$ cat config.mk
export PLATFORM = sky130hd
export DESIGN_NAME = branch_target_unit
export DESIGN_NICKNAME = d
export VERILOG_FILES = /design/src/rtl/branch_target_pkg.sv /design/src/rtl/disp_extend.sv /design/src/rtl/addr_adder.sv /design/src/rtl/branch_target_unit.sv
export SDC_FILE = /design/constraint.sdc
export NUM_CORES = 1
export LEC_CHECK = 0
export BUFFER_PORTS_ARGS = -buffer_cell sky130_fd_sc_hd__buf_2
export CAP_MARGIN = 20
export CORE_MARGIN = 3
export CORE_UTILIZATION = 33
export DETAILED_ROUTE_END_ITERATION = 10
export MAX_ROUTING_LAYER = met4
export SYNTH_ARGS = -nofsm -noshare
export SYNTH_HDL_FRONTEND = slang
export SYNTH_HIERARCHICAL = 1
export SYNTH_SLANG_ARGS = --single-unit
export TNS_END_PERCENT = 10
$ cat constraint.sdc
create_clock -name clk -period 3.9 [get_ports clk]
set_input_delay 0.39 -clock clk [delete_from_list [all_inputs] [get_ports clk]]
set_output_delay 0.39 -clock clk [all_outputs]
set_load 0.05 [all_outputs]
$ cat src/rtl/branch_target_pkg.sv
package branch_target_pkg;

    typedef enum logic [1:0] {
        KIND_COND     = 2'b00,
        KIND_ALWAYS   = 2'b01,
        KIND_CALL     = 2'b10,
        KIND_COND_ALT = 2'b11
    } xfer_kind_e;

    typedef enum logic [1:0] {
        ST_IDLE   = 2'b00,
        ST_FALL   = 2'b01,
        ST_BRANCH = 2'b10,
        ST_CALL   = 2'b11
    } resolve_state_e;

endpackage

$ cat src/rtl/disp_extend.sv
module disp_extend #(
    parameter int W       = 16,
    parameter int SHORT_W = 8
) (
    input  logic [W-1:0] disp_raw,
    input  logic         long_sel,
    output logic [W-1:0] disp_ext
);
    localparam int PAD = W - SHORT_W;

    logic [W-1:0] short_ext;

    // The short form uses only the low byte, sign-extended to full width
    assign short_ext = {{PAD{disp_raw[SHORT_W-1]}}, disp_raw[SHORT_W-1:0]};
    assign disp_ext  = long_sel ? disp_raw : short_ext;
endmodule

$ cat src/rtl/addr_adder.sv
module addr_adder #(
    parameter int W = 16
) (
    input  logic [W-1:0] a,
    input  logic [W-1:0] b,
    output logic [W-1:0] sum
);
    // The carry out is dropped, so the sum wraps modulo 2^W
    assign sum = a + b;
endmodule

$ cat src/rtl/branch_target_unit.sv
module branch_target_unit
    import branch_target_pkg::*;
#(
    parameter int W       = 16,
    parameter int SHORT_W = 8
) (
    input  logic         clk,
    input  logic         rst_n,
    input  logic         req,
    input  logic [1:0]   kind,
    input  logic         long_form,
    input  logic         cond_met,
    input  logic [W-1:0] op_addr,
    input  logic [W-1:0] disp,
    output logic         out_valid,
    output logic         taken,
    output logic         push_ret,
    output logic [W-1:0] next_pc,
    output logic [W-1:0] ret_addr
);
    localparam logic [W-1:0] LEN_SHORT = W'(2);
    localparam logic [W-1:0] LEN_LONG  = W'(3);
    localparam logic [W-1:0] MINUS_ONE = '1;

    resolve_state_e state_q, state_d;
    xfer_kind_e     kind_e;
    logic [W-1:0]   ins_len, fall_addr, disp_full, target_addr, ret_calc;
    logic [W-1:0]   next_pc_q, ret_q;

    assign kind_e  = xfer_kind_e'(kind);
    assign ins_len = long_form ? LEN_LONG : LEN_SHORT;

    disp_extend #(.W(W), .SHORT_W(SHORT_W)) u_ext (
        .disp_raw (disp),
        .long_sel (long_form),
        .disp_ext (disp_full)
    );

    addr_adder #(.W(W)) u_fall (
        .a   (op_addr),
        .b   (ins_len),
        .sum (fall_addr)
    );

    addr_adder #(.W(W)) u_target (
        .a   (fall_addr),
        .b   (disp_full),
        .sum (target_addr)
    );

    // The return address is the last byte of the instruction
    addr_adder #(.W(W)) u_ret (
        .a   (fall_addr),
        .b   (MINUS_ONE),
        .sum (ret_calc)
    );

    // Next-state selection
    always_comb begin
        state_d = ST_IDLE;
        if (req) begin
            unique case (kind_e)
                KIND_CALL:   state_d = ST_CALL;
                KIND_ALWAYS: state_d = ST_BRANCH;
                default:     state_d = cond_met ? ST_BRANCH : ST_FALL;
            endcase
        end
    end

    // State and address registers
    always_ff @(posedge clk) begin
        if (!rst_n) begin
            state_q   <= ST_IDLE;
            next_pc_q <= '0;
            ret_q     <= '0;
        end else begin
            state_q <= state_d;
            if (req) begin
                next_pc_q <= (state_d == ST_FALL) ? fall_addr : target_addr;
                ret_q     <= ret_calc;
            end
        end
    end

    // Outputs decoded from the state
    always_comb begin
        out_valid = 1'b1;
        taken     = 1'b0;
        push_ret  = 1'b0;
        unique case (state_q)
            ST_IDLE:   out_valid = 1'b0;
            ST_FALL:   taken     = 1'b0;
            ST_BRANCH: taken     = 1'b1;
            ST_CALL: begin
                taken    = 1'b1;
                push_ret = 1'b1;
            end
        endcase
    end

    assign next_pc  = next_pc_q;
    assign ret_addr = ret_q;
endmodule

# After elaboration in Yosys (flattened, before gate mapping)
# Cells that the tools add are included.
# word_totals
reg_bits	34
mem_bits_ro	0
ramBits	0
output_inout_bits	35
memories	0
latch_bits	0
# classes
magnitude_cmp	0
eq_ne	5
mux	9
add_sub_neg	3
bitwise	0
n_div	0
n_mul	0
n_reduce_logical	2
shifts	0
# ops
operator	count
$mux 16	2
$add 16x16->16	1
$add 16x16->16 const B	1
$add 16x2->16	1
$eq 2x2->1 const B	3
$eq 2x1->1 const B	2
$mux 1	4
$mux 2	2
$pmux 2 s2	1
$logic_not 2->1	1
$reduce_or 2->1	1

# Longest topological paths before layout
# Gate-level depths: netlist of the first run.
# logic_depth
word_depth	5
ltp_mapped	16

# Cells and area by module
# Netlist of the first run, hierarchy kept.
# by_module_without_submodules
module	cells_each	area_each_um2	n_inst
branch_target_unit	156	1627.8	1
addr_adder at u_fall ...	98	724.4	2
addr_adder at u_target	104	805.8	1
disp_extend	17	191.4	1

# Worst setup path after synthesis of the first run
# OpenSTA, ideal clock, no wires.
# synth_path
path_kind	in2reg
from	in op_addr[0]
to	reg next_pc_q[15], in the netlist next_pc[15]
stages	16
path_slack_ps	297
setup_time_ps	88
t_required_ps	3812
arrival_ps	3515
path_buffers	1
path_cell_list	ha_1 fa_1 a21o_2 a311oi_2 o21ai_0 a311oi_1 nor3_1 ha_1 buf_2 a221o_1 a31oi_1 o21a_1 o21ai_1 xnor2_1 inv_1 a311oi_2
# synth_between
elab_chain_len	3
# synth_lines
item	line	source
start, declared	branch_target_unit.sv:13	input logic [W-1:0] op_addr,
$add 16x2->16	addr_adder.sv:9	assign sum = a + b;
via fall_addr[10]	branch_target_unit.sv:27	logic [W-1:0] ins_len, fall_addr, disp_full, target_addr, ret_calc;
$add 16x16->16	addr_adder.sv:9	
via target_addr[15]	branch_target_unit.sv:27	
$mux 16	branch_target_unit.sv:79	next_pc_q <= (state_d == ST_FALL) ? fall_addr : target_addr;
end signal, assigned	branch_target_unit.sv:79	
end, declared	branch_target_unit.sv:28	logic [W-1:0] next_pc_q, ret_q;
# The timed path passes the listed nets, and every way through them passes these cells.
# A chain may end at the register's enable or synchronous reset.

# Worst setup path in the final report of the first run
# Ends and elaborated chain as after synthesis.

==> results.md, run 1 <==
* Die Area at between 0.01 and 0.015 mm2
* Syn_area_per_cell at about 8.6 um2
* Setup CP Type: primary input to flip-flop
* Clock skew at 0 ps
* Ys Warns at 6
* Fin. max-slew vios at 0
* Starting Density at between 30% and 40%
* Layout area overhead at 20.0%
* I/O Pins at 74
* Hold Slack at a little over 500 ps
* Vias post-DR at roughly 3800
* Final Hold Viols at 0
* Largest net degree at the start of global routing at 47
* WL final at 10600 um
* R2r startpoint: next_pc[8]
* Die Height at 117 um
* Peak supply drop at ~0.17 mV
* Final GP Congestion at roughly 0.83
* Yosys top cell area share at ~17%
* Cell area after synthesis at slightly above 0.004 mm2
* Total track usage at 15.9%
* Total leakage power at 2.27 nW
* Max_cap viols at 0
* Crit path from: op_addr[0]
* Most common cell in the netlist: a21oi_1
* Seq. cell area at roughly 700 um2
* Dpl hpwl at 8560 um
* Cell Pwr Density at 471 mW/mm2
* EDFF count, synth at 0
* Remaining global-route overflow at 0
* TritonRoute pass-1 iters at 4
* Clk buf depth at 2
* DRC errors left at 0
* Clock Root Buffer: clkbuf_16
* Arrival @ worst endpoint at between 3000 and 4000 ps
* Synth Instances at 473
* Port Buffers at between 70 and 80
* Post-layout min period at approximately 3600 ps
* Setup total negative slack at 0 ps
* ANT cells at 0
* Iter 0 DRT Violations at roughly 170
* Largest cells by area after synthesis: dfxtp_1, ha_1, a21oi_1, xnor2_1, mux2i_1
* Crit start category: primary input
* Required time of the critical path at between 4000 and 5000 ps
* # rows at 39
* Number of synthesized register bits at 34
* Die X-Extent at 117 um
* Skew-Pair Late Insertion Delay at 280 ps
* Area occupied by multi-input gates at 0.00329 mm2
* Remaining antenna violation count at 0
* Slew Limit Headroom at 36.0%
* Post-synth top area cell: dfxtp_1
* Ys flop type: dfxtp_1
* Vias in the first global route at 3455
* Setup crit end kind: flip-flop
* Total power at between 2 and 2.5 mW
* Average wire per standard cell at 14.5 um
* Sequential area share after synthesis at approximately 17%
* Hold wc startpoint: ret_addr[9]
* Antenna violations before repair at 0
* Status: complete, no violations
* Share of layout cells above drive strength 1 at approximately a quarter
* Critical-path maximum fanout at 4
* Final worst-path cycle share at 92.5%
* Clk pin slew, worst setup/hold paths at approximately 50 ps
* Final setup viols at 0
* Slew @ Worst Pin at roughly 960 ps
* First-pass GRT wire length at 16900 um
* Vias per cell at approximately 5.1
* Yosys cell types at 55
* Async set or reset register ratio after synthesis at 0%
* CTS H-tree depth at 2
* Clock Sinks at 34
* CTS Buf Count at 5
* Hold crit path type: flip-flop to flip-flop
* Core ar. at approximately 0.012 mm2
* CTS tree: done
* Synth cell count leaders: a21oi_1, ha_1, dfxtp_1, o21ai_0, nand2_1
* Fill cells at between 1000 and 1500
* Final net count at roughly 660
* Final core utilization at slightly above 40%
* Max Fclk at around 280 MHz
sequential cells by signal, summed over array words and instances, names as in the netlist:
register / flops
ret_addr: 16
next_pc: 16
state_q: 2
kinds of logic after synthesis:
kind of cell | Yosys count | synth area share, %
AOI/OAI and AO/OA | 151 | 25.7
and+or+nand+nor | 113 | 17.7
buffers and inverters | 53 | 7.06
adders and majority gates | 49 | 15.6
xor gates and xnor gates | 43 | 9.24
DFF | 34 | 16.7
muxes | 28 | 7.86
other | 2 | 0.184
cells in the final DEF, fill, tap and decap left out, types with 4 or more instances in the layout:
master and instances:
a21o_1 9, a21oi_1 47, a311oi_1 10, a311oi_2 9, a31oi_1 4, and4bb_1 8, and4bb_2 5, buf_2 73
buf_4 15, clkbuf_16 5, conb_1 33, dfxtp_1 34, ha_1 43, inv_1 23, mux2_4 8, mux2i_1 20
nand2_1 28, nand3_1 14, nor2_1 7, nor2b_1 21, nor3_1 4, nor3_2 6, o211ai_1 7, o21ai_0 34
o21bai_1 5, or2_2 4, xnor2_1 26, xor2_1 16
layout make-up:
class | count | share of cell area, %
inverters | 23 | 1.77
flip-flops and latches | 34 | 13.9
well taps | 164 | 4.20
clock inverters | 2 | 0.256
repair buffers | 88 | 9.77
clock buffers | 6 | 2.84
multi-input cells | 417 | 67.2
worst max-delay path, stage by stage:
cell	delay (ps)
buf_2	100
ha_1	220
fa_2	360
a21o_2	250
a311oi_4	280
nor3_2	110
o41ai_2	450
xnor2_2	240
ha_4	270
a221o_1	310
a31oi_1	160
o21a_1	150
o21ai_1	70
xnor2_1	150
inv_1	70
a311oi_2	230
what timing repair did:
| item | CTS | global route |
|---|---|---|
| endpoints found under the hold margin | 0 | 0 |
| buffers inserted | 0 | 2 |
| hold buffers | 0 | 0 |
| endpoints found under the setup margin | 0 | 7 |
| gates resized for setup | 0 | 10 |
final timing paths:
path | to | slack (ps) | cells after the start
worst max register to register | next_pc[8] | 3120 | 2
worst min-delay path | ret_addr[9] | 510 | 2
worst min register to register | ret_addr[9] | 510 | 2
worst max-delay path | next_pc[15] | 290 | 16
routing by layer:
metal  global-route usage [%]  part of all wire [%]  routed length [um]
met1                     21.1                    49                5170
met4                     4.74                   1.6                 172
met5                        -                     0                   0
met2                     25.4                    45                4800
met3                     1.90                   4.7                 501
metrics by stage:
stage | area, um2 | setup WS, ps | instances
floorplan | 4190 | 297 | 504
global placement | 4660 | 45.4 | 724
detailed placement | 4660 | -122 | 724
CTS | 4810 | 160 | 732
global route | 4890 | -20.7 | 734
finish | 4890 | 292 | 734
report_power, final:
group / switching, mW / internal [mW] / total, mW
clock: 0.150 / 0.253 / 0.402
combinational: 0.894 / 0.559 / 1.45
sequential: 0.0329 / 0.412 / 0.445
Power figures use the tool's default switching activity.
==> run 2: changes to the inputs <==
--- a/config.mk
+++ b/config.mk
@@ -9,6 +9,7 @@
 export CAP_MARGIN = 20
 export CORE_MARGIN = 3
 export CORE_UTILIZATION = 33
+export CTS_BUF_LIST = sky130_fd_sc_hd__clkbuf_4 sky130_fd_sc_hd__clkbuf_8
 export DETAILED_ROUTE_END_ITERATION = 10
 export MAX_ROUTING_LAYER = met4
 export SYNTH_ARGS = -nofsm -noshare
==> run 2 against run 1 <==
Against the previous run: power decreased by 6.2%; final cell count decreased by 0.14%; first-iteration DRC count increased by 2.4%; utilization decreased by 0.84 points; critical endpoint unchanged; highest routed layer unchanged; register-to-register slack about the same; largest cell class unchanged; final area decreased by 2.0%; sequential cell count unchanged; clock power decreased by 32%; global-route usage decreased by 0.15 points; sequential power about the same.
==> results.md, run 2 (same netlist as run 1, synthesis figures left out) <==
* Setup crit end: next_pc[15] (unchanged)
* Final GP Congestion at 0.830 (unchanged)
* Final Hold Viols at 0 (unchanged)
* Die Area at 0.0137 mm2 (unchanged)
* Max_cap viols at 0 (unchanged)
* Slew Limit Headroom at 37.8% (was 36.0%)
* Dpl hpwl at 8560 um (unchanged)
* Starting Density at 34.6% (unchanged)
* Worst R2R End: next_pc[8] (unchanged)
* Placed instance area at 0.00466 mm2 (unchanged)
* # rows at 39 (unchanged)
* WP buf/inv at 2 (unchanged)
* R2r startpoint: next_pc[8] (unchanged)
* Crit-path cells: buf_2 -> ha_1 -> fa_1 -> a21o_2 -> a311oi_4 -> o21ai_0 -> a311oi_1 -> nor3_1 -> ha_2 -> a221o_1 -> a31oi_1 -> o21a_1 -> o21ai_1 -> xnor2_1 -> inv_1 -> a311oi_2 (was buf_2 -> ha_1 -> fa_2 -> a21o_2 -> a311oi_4 -> nor3_2 -> o41ai_2 -> xnor2_2 -> ha_4 -> a221o_1 -> a31oi_1 -> o21a_1 -> o21ai_1 -> xnor2_1 -> inv_1 -> a311oi_2)
* Slowest-stage cell, CP: fa_1 (was o41ai_2)
* Iter 0 DRT Violations at 171 (was 167)
* I/O Pins at 74 (unchanged)
* Status: complete, no violations (unchanged)
* Critical-path maximum fanout at 7 (was 4)
* Arrival @ worst endpoint at 3850 ps (was 3790 ps)
* Core ar. at 0.0118 mm2 (unchanged)
* CTS Buf Count at 5 (unchanged)
* Final instance area at 0.00479 mm2 (was 0.00489 mm2)
* TritonRoute pass-1 iters at 4 (unchanged)
* Crit start category: primary input (unchanged)
* Share of layout cells above drive strength 1 at 24.8% (was 25.8%)
* Vias post-DR at 3750 (was 3752)
* Hold crit path type: flip-flop to flip-flop (unchanged)
* Slew @ Worst Pin at 933 ps (was 959 ps)
* Final net count at 656 (was 657)
* R2R Setup Slk at 3120 ps (about the same)
* First-pass GRT wire length at 16900 um (about the same)
* Final setup viols at 0 (unchanged)
* Total leakage power at 2.24 nW (was 2.27 nW)
* Required time of the critical path at 4090 ps (about the same)
* Vias per cell at 5.12 (was 5.11)
* Remaining global-route overflow at 0 (unchanged)
* Crit path from: op_addr[0] (unchanged)
* R2R depth at 2 (unchanged)
* Clk pin slew, worst setup/hold paths at 70 ps (was 50 ps)
* Largest net degree at the start of global routing at 47 (unchanged)
* Die X-Extent at 117 um (unchanged)
* WL final at 10600 um (about the same)
* CTS tree: done (unchanged)
* Critical Path Stages at 16 (unchanged)
* Cell Pwr Density at 451 mW/mm2 (was 471 mW/mm2)
* Clock Sinks at 34 (unchanged)
* Clock Root Buffer: clkbuf_8 (was clkbuf_16)
* Post-layout min period at 3650 ps (was 3610 ps)
* Peak supply drop at 0.158 mV (was 0.170 mV)
* CTS H-tree depth at 2 (unchanged)
* Clk buf depth at 2 (unchanged)
* Setup crit end kind: flip-flop (unchanged)
* Max stage delay on crit path at 410 ps (was 450 ps)
* Setup CP Type: primary input to flip-flop (unchanged)
* Average wire per standard cell at 14.4 um (was 14.5 um)
* Remaining antenna violation count at 0 (unchanged)
* Commonest non-fill, non-tap cell in the layout: buf_2 (unchanged)
* Total power at 2.16 mW (was 2.30 mW)
* Vias in the first global route at 3466 (was 3455)
* Total track usage at 15.7% (was 15.9%)
* RSZ-0062 raised after global routing: yes
* DRC errors left at 0 (unchanged)
* Clock skew at 0 ps (unchanged)
* Antenna violations before repair at 0 (unchanged)
* Commonest non-fill, non-tap cells in the layout: buf_2, a21oi_1, ha_1, o21ai_0, dfxtp_1 (unchanged)
* Dominant delay contributor by cell family on the critical path: compound AO/OA/AOI/OAI gates (unchanged)
* Die Height at 117 um (unchanged)
* Max Fclk at 274 MHz (was 277 MHz)
* Layout area overhead at 17.6% (was 20.0%)
* Skew-Pair Late Insertion Delay at 290 ps (was 280 ps)
* Cts hold-fix bufs at 0 (unchanged)
* Fin. max-slew vios at 0 (unchanged)
* Final worst-path cycle share at 93.7% (was 92.5%)
* ANT cells at 0 (unchanged)
* Port Buffers at 73 (unchanged)
-- run 2: changes by cell type in the layout (fill, tap and decap cells not counted), sizes merged --
cell and change:
buf -1
-- run 2: layout make-up --
type                       instances  area [um2]
clock inverter                     2        12.5
tap                              164         205
sequential                        34         681
multi-input combinational        417        3250
inverter                          23        86.3
clock buffer                       6        82.6
fill                            1196        6970
timing repair buffer              87         470
-- run 2: tightest hold or removal path, delay by kind of cell (launching register included) --
family,cells,cell delay [ps]
simple gates,1,90
mux,1,60
flops,1,330
-- run 2: worst min path at each step --
stage | endpoint | start | slack, ps | cells after the start
6_report | ret_addr[9] | ret_addr[9] | 510 | 2
5_1_grt | ret_addr[6] | ret_addr[6] | 550 | 2
2_1_floorplan | next_pc[4] | rst_n | 530 | 2
3_5_place_dp | ret_addr[2] | ret_addr[2] | 510 | 2
3_3_place_gp | ret_addr[11] | ret_addr[11] | 490 | 2
4_1_cts | ret_addr[9] | ret_addr[9] | 520 | 2
-- run 2: stage by stage --
| step | std cells | worst slack (ps) | hold slack [ps] | TNS, ps | utilization [%] |
|---|---|---|---|---|---|
| final | 733 | 245 | 515 | 0 | 40.7 |
| after global routing | 733 | -34.6 | 547 | -89.3 | 40.7 |
| after CTS | 732 | 168 | 521 | 0 | 40.4 |
| after detailed placement | 724 | -122 | 505 | -347 | 39.6 |
| after global placement | 724 | 45.4 | 489 | 0 | 39.6 |
| after floorplan | 504 | 297 | 532 | 0 | - |
-- run 2: repair_timing --
item	CTS	global route
buffers inserted	0	1
hold endpoints to repair	0	0
setup endpoints to repair	0	7
gates resized for setup	0	5
-- run 2: routing by layer --
layer	wire, um	up-vias	part of all wire (%)	track usage [%]
li1	-	1906	-	-
met1	5240	1724	50	21.2
met2	4780	109	45	25.3
met3	418	11	4.0	1.75
met4	116	0	1.1	3.82
met5	0	-	0	-
-- run 2: power breakdown --
| group | internal [mW] | switching, mW | leakage [nW] |
|---|---|---|---|
| logic | 0.549 | 0.890 | 1.91 |
| clock network | 0.142 | 0.133 | 0.0472 |
| registers | 0.412 | 0.0327 | 0.282 |
| total | 1.10 | 1.06 | 2.24 |
==> run 3: changes to the inputs <==
--- a/config.mk
+++ b/config.mk
@@ -7,6 +7,7 @@
 export LEC_CHECK = 0
 export BUFFER_PORTS_ARGS = -buffer_cell sky130_fd_sc_hd__buf_2
 export CAP_MARGIN = 20
+export CORE_ASPECT_RATIO = 0.5
 export CORE_MARGIN = 3
 export CORE_UTILIZATION = 33
 export CTS_BUF_LIST = sky130_fd_sc_hd__clkbuf_4 sky130_fd_sc_hd__clkbuf_8
==> run 3 against run 2 <==
Against the previous run: first-iteration DRC count is 27% lower; count of clock-buffer cells in the layout shrank 1; register-to-register slack better by 20 ps; sequential cell count unchanged; critical path depth stayed put; sequential power is essentially flat; clock power is 21% higher; routed wire length shrank 5.7%; utilization rose by 0.75 points; highest routed layer unchanged.
==> results.md, run 3 (same netlist as run 1, synthesis figures left out) <==
* First-pass GRT wire length at 16900 um (about the same)
* DRC errors left at 0 (unchanged)
* Worst R2R End: next_pc[10] (was next_pc[8])
* Critical-path maximum fanout at 5 (was 7)
* Max stage delay on crit path at 400 ps (was 410 ps)
* Crit path from: op_addr[0] (unchanged)
* Fill cells at 1210 (was 1196)
* Cts hold-fix bufs at 0 (unchanged)
* I/O Pins at 74 (unchanged)
* Setup CP Type: primary input to flip-flop (unchanged)
* Die X-Extent at 163 um (was 117 um)
* Setup crit end kind: flip-flop (unchanged)
* Remaining antenna violation count at 0 (unchanged)
* Peak supply drop at 0.155 mV (was 0.158 mV)
* Core ar. at 0.0115 mm2 (was 0.0118 mm2)
* Reg power frac at 20.1% (was 20.6%)
* Placed instance area at 0.00467 mm2 (was 0.00466 mm2)
* Clock skew at 0 ps (unchanged)
* Commonest non-fill, non-tap cells in the layout: buf_2, a21oi_1, ha_1, o21ai_0, dfxtp_1 (unchanged)
* Largest net degree at the start of global routing at 52 (was 47)
* R2r startpoint: next_pc[10] (was next_pc[8])
* Placed Cells at 721 (was 724)
* Dominant delay contributor by cell family on the critical path: compound AO/OA/AOI/OAI gates (unchanged)
* Slew @ Worst Pin at 889 ps (was 933 ps)
* Max_cap viols at 0 (unchanged)
* Die Height at 84.6 um (was 117 um)
* Total track usage at 15.1% (was 15.7%)
* Seq. cell area at 681 um2 (unchanged)
* # rows at 27 (was 39)
* Vias in the first global route at 3509 (was 3466)
* Post-layout min period at 3660 ps (was 3650 ps)
* Crit start category: primary input (unchanged)
* Share of layout cells above drive strength 1 at 24.2% (was 24.8%)
* Hold Path End: ret_addr[7] (was ret_addr[9])
* Cell Pwr Density at 459 mW/mm2 (was 451 mW/mm2)
* Area occupied by multi-input gates at 0.00322 mm2 (was 0.00325 mm2)
* RSZ-0062 raised after global routing: no (was yes)
* CTS Buf Count at 5 (unchanged)
* TritonRoute pass-1 iters at 4 (unchanged)
* Clk pin slew, worst setup/hold paths at 80 ps (was 70 ps)
* Clock share of power at 15.1% (was 12.7%)
* Status: complete, no violations (unchanged)
* Port Buffers at 73 (unchanged)
* Comb power frac at 64.7% (was 66.7%)
* Fin. max-slew vios at 0 (unchanged)
* Slowest-stage cell, CP: fa_1 (unchanged)
* Clk buf depth at 2 (unchanged)
* Commonest non-fill, non-tap cell in the layout: buf_2 (unchanged)
* WL final at 9950 um (was 10600 um)
* Final Hold Viols at 0 (unchanged)
* Final worst-path cycle share at 93.9% (was 93.7%)
* Crit-path cells: buf_2 -> ha_1 -> fa_1 -> a21o_2 -> a311oi_2 -> nor3_1 -> o41ai_2 -> xnor2_1 -> ha_1 -> a221o_1 -> a31oi_1 -> o21a_1 -> o21ai_1 -> xnor2_1 -> inv_1 -> a311oi_2 (was buf_2 -> ha_1 -> fa_1 -> a21o_2 -> a311oi_4 -> o21ai_0 -> a311oi_1 -> nor3_1 -> ha_2 -> a221o_1 -> a31oi_1 -> o21a_1 -> o21ai_1 -> xnor2_1 -> inv_1 -> a311oi_2)
* CTS resizes at 0 (unchanged)
* Clock Root Buffer: clkbuf_8 (unchanged)
* ANT cells at 0 (unchanged)
* Die Area at 0.0138 mm2 (was 0.0137 mm2)
* Hold crit path type: flip-flop to flip-flop (unchanged)
* Hold path depth at 2 (unchanged)
* Vias per cell at 4.94 (was 5.12)
* Required time of the critical path at 4110 ps (was 4090 ps)
* Starting Density at 35.4% (was 34.6%)
* Final setup viols at 0 (unchanged)
* Average wire per standard cell at 13.7 um (was 14.4 um)
* Fin cells at 729 (was 733)
* CTS tree: done (unchanged)
* Final GP Congestion at 0.876 (was 0.830)
* Critical Path Stages at 16 (unchanged)
* Max Fclk at 273 MHz (was 274 MHz)
* R2R depth at 2 (unchanged)
* Clock Sinks at 34 (unchanged)
* Hold wc startpoint: ret_addr[7] (was ret_addr[9])
* Antenna violations before repair at 0 (unchanged)
* Int Power at 1.15 mW (was 1.10 mW)
* Slew Limit Headroom at 40.7% (was 37.8%)
* Setup Buffers After CTS at 0 (unchanged)
* Final instance area at 0.00478 mm2 (was 0.00479 mm2)
* Total leakage power at 2.24 nW (about the same)
* Vias post-DR at 3600 (was 3750)
* Layout area overhead at 17.3% (was 17.6%)
* Iter 0 DRT Violations at 124 (was 171)
* WP buf/inv at 2 (unchanged)
* Remaining global-route overflow at 0 (unchanged)
* Final net count at 657 (was 656)
* CTS H-tree depth at 2 (unchanged)
* Skew-Pair Late Insertion Delay at 290 ps (about the same)
* R2R Setup Slk at 3140 ps (was 3120 ps)
* Dpl hpwl at 8100 um (was 8560 um)
* Net Sw Power at 1.05 mW (was 1.06 mW)
* Total power at 2.20 mW (was 2.16 mW)
* Arrival @ worst endpoint at 3870 ps (was 3850 ps)
* Sw Share at 47.7% (was 48.9%)
## run 3: cell count changes in the layout (fill, tap and decap cells not counted), sizes merged
cell      previous run  this run
clkinv               1         0
clkinvlp             1         2
buf                 87        88
clkbuf               6         5
bufinv               0         1
## run 3: through the flow
stage | setup TNS [ps] | hold WS (ps) | worst slack [ps] | utilization (%)
floorplan | 0 | 532 | 297 | -
global placement | 0 | 491 | 61.9 | 40.5
detailed placement | -60.6 | 503 | -33.0 | 40.5
CTS | 0 | 510 | 257 | 41.5
global route | 0 | 545 | 46.4 | 41.5
finish | 0 | 511 | 238 | 41.5
## run 3: worst max-delay path by stage
| stage | endpoint | slack [ps] |
|---|---|---|
| 6_report | next_pc[15] | 240 |
| 5_1_grt | next_pc[15] | 50 |
| 3_3_place_gp | next_pc[15] | 60 |
| 3_5_place_dp | next_pc[13] | -30 |
| 4_1_cts | next_pc[15] | 260 |
| 2_1_floorplan | next_pc[15] | 300 |
## run 3: layout make-up
class / count / area share [%]
flip-flops and latches: 34 / 14.2
well taps: 159 / 4.16
multi-input cells: 417 / 67.4
inverters: 23 / 1.81
repair buffers: 88 / 10.0
clock inverters: 3 / 0.942
clock buffers: 5 / 1.44
## run 3: worst register-to-register path: cells and delay by family, from the launching register on
| family | cells | cell delay, ps |
|---|---|---|
| DFF | 1 | 350 |
| AOI/OAI and AO/OA | 2 | 320 |
## run 3: layer usage
layer | part of all wire, % | global-route usage, % | vias up
met5 | 0 | - | -
met4 | 1.0 | 3.07 | 0
met3 | 1.5 | 1.63 | 7
met2 | 43 | 22.9 | 49
met1 | 54 | 21.6 | 1636
li1 | - | - | 1908
## run 3: power by group through the flow
stage               registers (mW)  clock network (mW)  logic (mW)
finish                       0.441               0.332        1.42
global route                 0.451               0.361        1.57
CTS                          0.443               0.340        1.42
detailed placement           0.450                   0        1.41
global placement             0.449                   0        1.40
floorplan                    0.665                   0       0.895
